## config.mk

```make
export PLATFORM = sky130hd
export DESIGN_NAME = blit_wb_stage
export DESIGN_NICKNAME = d
export VERILOG_FILES = /design/src/rtl/blit_wb_stage.sv
export SDC_FILE = /design/constraint.sdc
export NUM_CORES = 1
export LEC_CHECK = 0
export ABC_AREA = 1
export ABC_CLOCK_PERIOD_IN_PS = 2780
export CORE_UTILIZATION = 48
export CTS_CLUSTER_SIZE = 28
export DETAILED_ROUTE_END_ITERATION = 10
export PLACE_DENSITY = 0.77
export SYNTH_ARGS = -nofsm -noshare
export SYNTH_HDL_FRONTEND = slang
export SYNTH_SLANG_ARGS = --single-unit
```

## constraint.sdc

```tcl
create_clock -name clk -period 2.78 [get_ports clk]
set_input_delay 0.556 -clock clk [delete_from_list [all_inputs] [get_ports clk]]
set_output_delay 0.556 -clock clk [all_outputs]
set_load 0.03 [all_outputs]
```

## src/rtl/blit_wb_stage.sv

```systemverilog
module blit_wb_stage #(
  parameter int PW     = 24,
  parameter int RAM_AW = 16,
  parameter int CW     = 8,
  parameter int HW     = 10,
  parameter int DW     = 16
) (
  input  logic          clk,
  input  logic          rst_n,
  input  logic          start,
  input  logic [PW-1:0] cfg_base,
  input  logic [PW-1:0] cfg_modulo,
  input  logic          cfg_desc,
  input  logic          cfg_dst_en,
  input  logic [CW-1:0] cfg_width,
  input  logic [HW-1:0] cfg_height,
  input  logic [1:0]    slot_cmd,
  input  logic [DW-1:0] out_word,
  output logic          mem_we,
  output logic [PW-1:0] mem_addr,
  output logic [DW-1:0] mem_wdata,
  output logic          seq_complete,
  output logic          done_irq,
  output logic          busy,
  output logic [HW-1:0] rows_left
);
  localparam logic [1:0]    CMD_WRITE = 2'd1;
  localparam logic [1:0]    CMD_FLUSH = 2'd2;
  localparam logic [PW-1:0] RAM_MASK  = PW'((65'd1 << RAM_AW) - 65'd1);

  logic          phase_full;
  logic [PW-1:0] ptr, held_addr, row_adj;
  logic [DW-1:0] held_word;
  logic [CW-1:0] col, width_q;
  logic          desc_q;

  wire           act      = busy && !start;
  wire           do_write = act && (slot_cmd == CMD_WRITE);
  wire           do_flush = act && (slot_cmd == CMD_FLUSH);
  wire           row_end  = (col == width_q - 1'b1);
  wire [PW-1:0]  step     = desc_q ? {PW{1'b1}} : PW'(1);
  wire [PW-1:0]  mod_in   = cfg_dst_en ? (cfg_desc ? (~cfg_modulo + PW'(1)) : cfg_modulo) : '0;

  always_ff @(posedge clk) begin
    if (!rst_n) begin
      busy         <= 1'b0;
      phase_full   <= 1'b0;
      ptr          <= '0;
      held_addr    <= '0;
      held_word    <= '0;
      col          <= '0;
      width_q      <= '0;
      desc_q       <= 1'b0;
      row_adj      <= '0;
      rows_left    <= '0;
      mem_we       <= 1'b0;
      mem_addr     <= '0;
      mem_wdata    <= '0;
      done_irq     <= 1'b0;
      seq_complete <= 1'b0;
    end else begin
      mem_we       <= 1'b0;
      done_irq     <= 1'b0;
      seq_complete <= 1'b0;
      if (start) begin
        busy       <= 1'b1;
        phase_full <= 1'b0;
        ptr        <= cfg_base;
        col        <= '0;
        width_q    <= cfg_width;
        desc_q     <= cfg_desc;
        row_adj    <= mod_in;
        rows_left  <= cfg_height;
      end else if (do_write || do_flush) begin
        if (phase_full) begin
          mem_we    <= 1'b1;
          mem_addr  <= held_addr & RAM_MASK;
          mem_wdata <= held_word;
        end
        if (do_write) begin
          phase_full <= 1'b1;
          held_addr  <= ptr;
          held_word  <= out_word;
          if (row_end) begin
            col <= '0;
            ptr <= ptr + step + row_adj;
            if (rows_left != '0) begin
              rows_left <= rows_left - 1'b1;
              if (rows_left == HW'(1)) seq_complete <= 1'b1;
            end
          end else begin
            col <= col + 1'b1;
            ptr <= ptr + step;
          end
        end else begin
          phase_full <= 1'b0;
          busy       <= 1'b0;
          rows_left  <= '0;
          done_irq   <= 1'b1;
        end
      end
    end
  end
endmodule

```

Yosys cells after proc, flatten, opt, wreduce, memory -nomap -nowiden
Index checks and enable logic that the tools add are counted.
{"block": "word_totals", "wordCells": 72, "ff_bits": 144, "inputBits": 89}
{"block": "op_classes", "eq_ne": 7, "reduce_logical": 17, "n_bitwise": 7, "addsub": 6, "muxes": 20}
{"cell": "$mux 24", "n": 7}
{"cell": "$mux 10", "n": 5}
{"cell": "$add 24x24->24", "n": 2}
{"cell": "$add 24x1->24 const B", "n": 1}
{"cell": "$not 24->24", "n": 1}
{"cell": "$eq 10x1->1 const B", "n": 1}
{"cell": "$reduce_bool 10->1", "n": 1}
{"cell": "$sub 10x1->10 const B", "n": 1}
{"cell": "$reduce_and 3->1", "n": 3}
{"cell": "$add 8x1->8 const B", "n": 1}
{"cell": "$eq 8x8->1", "n": 1}
{"cell": "$mux 8", "n": 1}
{"cell": "$sub 8x1->8 const B", "n": 1}
{"cell": "$mux 1", "n": 7}
{"cell": "$ne 3x2->1 const B", "n": 2}
{"cell": "$not 1->1", "n": 6}
{"cell": "$reduce_and 2->1", "n": 3}
{"cell": "$reduce_or 6->1", "n": 1}
{"cell": "$reduce_bool 2->1", "n": 2}
{"cell": "$logic_and 1x1->1", "n": 3}
{"cell": "$reduce_or 3->1", "n": 1}
{"cell": "$eq 2x1->1 const B", "n": 1}
{"cell": "$eq 2x2->1 const B", "n": 1}
{"cell": "$ne 2x2->1 const B", "n": 1}
{"cell": "other kinds (3)", "n": 3}

Logic depth before layout (Yosys ltp)
{"block": "logic_depth", "depth_word": 7, "depth_mapped": 23, "depth_no_buf": 23}

Least setup slack after synthesis
Ideal clock, no wire load.
{"block": "synth_timing", "path_type": "flip-flop to flip-flop", "startpoint": "register desc_q", "endpoint": "register ptr[14]", "slack_ns": -0.303, "n_path_buf": 0, "required_time_ns": 2.709, "setup_time_ns": 0.071, "t_arrival_ns": 3.012, "path_stages_with_launch": 17, "cell_sequence": "dfxtp_1 ha_1 o21ai_0 inv_1 a21oi_1 xor2_1 inv_1 ha_1 nand2_1 nor2_1 nand3_1 nand3_1 a21oi_1 or2_2 nand3b_1 nand2_1 a21oi_1"}
{"block": "synth_between", "elab_chain_len": 7}
{"element": "start, declared", "line": "35", "text": "logic desc_q;"}
{"element": "start signal, assigned", "line": "71", "text": "desc_q <= cfg_desc;"}
{"element": "$mux 24 *", "line": "41", "text": "wire [PW-1:0] step = desc_q ? {PW{1'b1}} : PW'(1);"}
{"element": "$add 24x24->24 *", "line": "86, 93"}
{"element": "$add 24x24->24", "line": "86", "text": "ptr <= ptr + step + row_adj;"}
{"element": "$mux 24 *", "line": "84", "text": "if (row_end) begin"}
{"element": "$mux 24 *", "line": "80", "text": "if (do_write) begin"}
{"element": "$mux 24 *", "line": "74", "text": "end else if (do_write || do_flush) begin"}
{"element": "$mux 24 *", "line": "65", "text": "if (start) begin"}
{"element": "end signal, assigned", "line": "68", "text": "ptr <= cfg_base;"}
{"element": "end signal, assigned", "line": "86"}
{"element": "end signal, assigned", "line": "93", "text": "ptr <= ptr + step;"}
{"element": "end, declared", "line": "32", "text": "logic [PW-1:0] ptr, held_addr, row_adj;"}
Mark *: on every way between the ends. The rest lies on a longest branch, timed or not. The select of a mux whose other input is x is not followed.
A chain may end at the register's enable or synchronous reset.

Worst setup path in the final report
{"block": "layout_timing", "startpoint": "register desc_q", "endpoint": "register ptr[15]"}
The elaborated chain is that of the path after synthesis.

==> reports/results.md <==
Synth
- sky130_fd_sc_hd__dfxtp_1 (34%), sky130_fd_sc_hd__nand2_1 (11%), sky130_fd_sc_hd__nor2_1 (9.7%) — dominant cells by area after synthesis
- 7536 um2 — netlist area before placement
- 34.00% — area share of the largest cell type after synthesis
- 43 — Unique masters post-synth
- sky130_fd_sc_hd__dfxtp_1 — most frequently used flop master after synthesis
- 0% — asr flop ratio synth
- 6.711 um2 — per-instance average area after synthesis
- 0 — number of synthesized flops with an enable pin
- 0 — Synthesis Warnings
- 34.00% — sequential-to-total area share from yosys stat
- 128 — post-synthesis sequential element count
- 1,123 — Synth Instances
- sky130_fd_sc_hd__dfxtp_1 — largest area contributor in the netlist

Setup path
- buf_8 -> ha_4 -> nand2_1 -> buf_4 -> nor2_2 -> nand3_1 -> nand4_1 -> nand2_2 -> ha_1 -> a21oi_2 -> nand2_2 -> a21oi_4 -> nand2_1 -> nand2_1 -> nand2_2 -> inv_2 -> nand2_1 -> nand2_1 -> nand3_2 -> a21oi_2 — Cell Chain, Critical Path
- reg -> reg — type of the worst setup path
- 3.53 ns — arrival time at the worst endpoint
- sky130_fd_sc_hd__dfxtp_4 — worst-path cell with the longest stage delay
- 6 — top fanout value on the critical path
- flop — Critical Path Sink Type
- 0.38 ns — slowest cell delay on critical path
- simple AND/OR/NAND/NOR gates — family of cells with the greatest summed delay on the critical path
- 3.14 ns — CP required
- flop — kind of start point of the critical path
- sky130_fd_sc_hd__nand2_1 — CP most frequent cell
- 3 — Buf+Inv Stages, Crit Path

Placed design
- 118 — number of buffers added on ports
- -0.3291 ns — DP Worst Slack
- 14,370 um — Detail Placement HPWL
- 0.9205 — GPL Wtd Cong
- 9325 um2 — Post-Place Cell Area
- 1,485 — Inst Count DP

Timing
- 3.170 ns — shortest clock period the worst path allows after layout
- yes — unrepaired setup endpoints after global routing
- -0.3896 ns — Worst Setup Slack, final
- 0.5735 ns — slew at the pin closest to its max-slew limit
- 61.51% — worst slew margin relative to its limit
- 9 — setup violators final
- -1.745 ns — total negative slack
- 0.4735 ns — Hold Slack
- 0 — number of endpoints with negative hold slack in the final report
- 114.0% — Period Utilization, post-route
- 0.004335 ns — worst-case clock skew
- 0 — max-slew violation total from the final report
- 0.3155 GHz — FMAX

Pwr
- 5.347 mW — post-layout total power
- 4.590 nW — leakage power total
- 475.4 uV — maximum ir drop on the vdd rail
- 507.0 nW/um2 — PwrDens

GRT
- 33,580 um — first-pass GRT wire length
- 4.606% — met3 Track Usage GR
- 0 — GR Overflow Total
- 25.91% — overall routing resource usage
- 0 — number of antenna violations at the first check in global routing
- 42.75% — GR Layer Usage met2
- 33.78% — met1 capacity usage during global routing
- 7,200 — vias in the first global route
- met2 — busiest grt layer
- 69 — largest net degree at the start of global routing

Routing
- 0 — post-detailed-route DRC marker count
- 0 — remaining antenna violation count
- 7,766 — vias after detailed routing
- 5.082 — ratio of routed vias to standard cells
- 5 — number of detailed-route iterations in the first pass
- 13.73 um — detailed-route wire length per cell
- 532 — initial DRC count
- 20,980 um — Final Routed Wirelength

Hold path
- reg -> reg — path category of the worst min-delay check

Layout
- 69.13% — core utilization of the finished layout
- 18.22% — fraction of layout instances using a drive strength above 1
- sky130_fd_sc_hd__nand2_1 (205), sky130_fd_sc_hd__nor2_1 (187), sky130_fd_sc_hd__dfxtp_1 (127) — most frequent cells in the layout
- 0 — number of antenna cells inserted
- 1,431 — net count reported at finish
- 1,528 — non-filler cells, final
- sky130_fd_sc_hd__nand2_1 — most common cell after layout, fill and taps aside
- 10,550 um2 — post-route cell area
- 39.96% — Layout area overhead

Clock network
- 128 — clk sinks
- 17 — TritonCTS Buffers
- 0 — # hold bufs at CTS
- 0.42 ns — insertion delay to the later sink of the worst-skew pair
- 2 — clock buffer depth
- 4 — H-tree levels
- 0.06 ns — post-CTS clock slew at the launch and capture registers of the worst setup and hold paths
- sky130_fd_sc_hd__clkbuf_16 — clk root buf
- done — TritonCTS clock tree

Floorplan
- 45 — standard-cell rows
- 127.3 um — Vert. Die Dim
- 16,210 um2 — area of the die
- 49.39% — initial core utilization
- 15,260 um2 — core footprint
- 127.3 um — width of the chip
- 143 — Ports

Run status
- finished, violations left — status
- setup timing — failing checks

Run
- 0 — maxcap violations

==> metal layers <==
metal  wire length, um  vias to the layer above
met2              9815                      241
met3              1200                       38
met5                 0                        -
met1              9600                     3495
li1                  -                     3992
met4               367                        0
==> layout make-up <==
cell class,count,area (um2)
clock buffer,18,439.2
clock inverter,14,152.6
fill,1302,4711
inverter,118,442.9
multi-input combinational,840,4887
sequential,128,2566
tap,211,264.0
timing repair buffer,199,1795
==> flip-flops by register name (all words and copies together) (netlist names) <==
register      count
held_word        16
mem_wdata        16
row_adj          16
desc_q            1
phase_full        1
busy              1
mem_we            1
width_q           8
held_addr        16
ptr              16
done_irq          1
rows_left        10
mem_addr         16
seq_complete      1
col               8
==> worst reg2reg max path, cell delays in order, from the launching register on <==
cell and delay (ns):
sky130_fd_sc_hd__dfxtp_4 0.38, sky130_fd_sc_hd__buf_8 0.16, sky130_fd_sc_hd__ha_4 0.29, sky130_fd_sc_hd__nand2_1 0.12
sky130_fd_sc_hd__buf_4 0.17, sky130_fd_sc_hd__nor2_2 0.15, sky130_fd_sc_hd__nand3_1 0.14, sky130_fd_sc_hd__nand4_1 0.15
sky130_fd_sc_hd__nand2_2 0.11, sky130_fd_sc_hd__ha_1 0.30, sky130_fd_sc_hd__a21oi_2 0.21, sky130_fd_sc_hd__nand2_2 0.11
sky130_fd_sc_hd__a21oi_4 0.16, sky130_fd_sc_hd__nand2_1 0.07, sky130_fd_sc_hd__nand2_1 0.08, sky130_fd_sc_hd__nand2_2 0.07
sky130_fd_sc_hd__inv_2 0.06, sky130_fd_sc_hd__nand2_1 0.05, sky130_fd_sc_hd__nand2_1 0.09, sky130_fd_sc_hd__nand3_2 0.11
sky130_fd_sc_hd__a21oi_2 0.14
==> what timing repair did <==
item                       CTS  global route
gates resized for setup     50            52
pin swaps                   15            31
buffers inserted             7             4
setup endpoints to repair   10            12
==> path summary, 6_finish.rpt <==
check / from / cells past startpoint / end / slack (ns)
max: desc_q$_SDFFE_PN0P_ / 20 / ptr[15]$_SDFFE_PN0P_ / -0.39
max reg2reg: desc_q$_SDFFE_PN0P_ / 20 / ptr[15]$_SDFFE_PN0P_ / -0.39
min: held_addr[12]$_SDFFE_PN0P_ / 2 / held_addr[12]$_SDFFE_PN0P_ / 0.47
min reg2reg: held_addr[12]$_SDFFE_PN0P_ / 2 / held_addr[12]$_SDFFE_PN0P_ / 0.47
==> cells by family (layout without fill, tap and decap cells) <==
logic type / after synthesis / count (layout) / synth area share, %
other cells: 1 / 8 / 0.04976
fa+ha+maj: 38 / 38 / 6.508
simple gates: 543 / 543 / 30.47
buf+inv: 162 / 349 / 8.700
compound gates: 221 / 221 / 16.79
flops: 128 / 128 / 34.00
xor+xnor: 30 / 30 / 3.487
==> synth_stat cells (all sizes together) (5+ instances only) <==
library cell,instances
nand2,240
nor2,203
dfxtp,128
inv,117
o21ai,116
nand3,71
a21oi,66
ha,36
clkbuf,28
xor2,24
buf,16
a22o,15
nor3,12
o211ai,8
nand4,6
xnor2,6
nand3b,5
o21bai,5
==> report_power, final <==
group	total, mW	switching (mW)	internal, mW
Sequential	1.95	0.0552	1.89
Combinational	1.16	0.624	0.533
Clock	2.24	0.888	1.35
No activity file was read; power rests on OpenSTA's default activity.
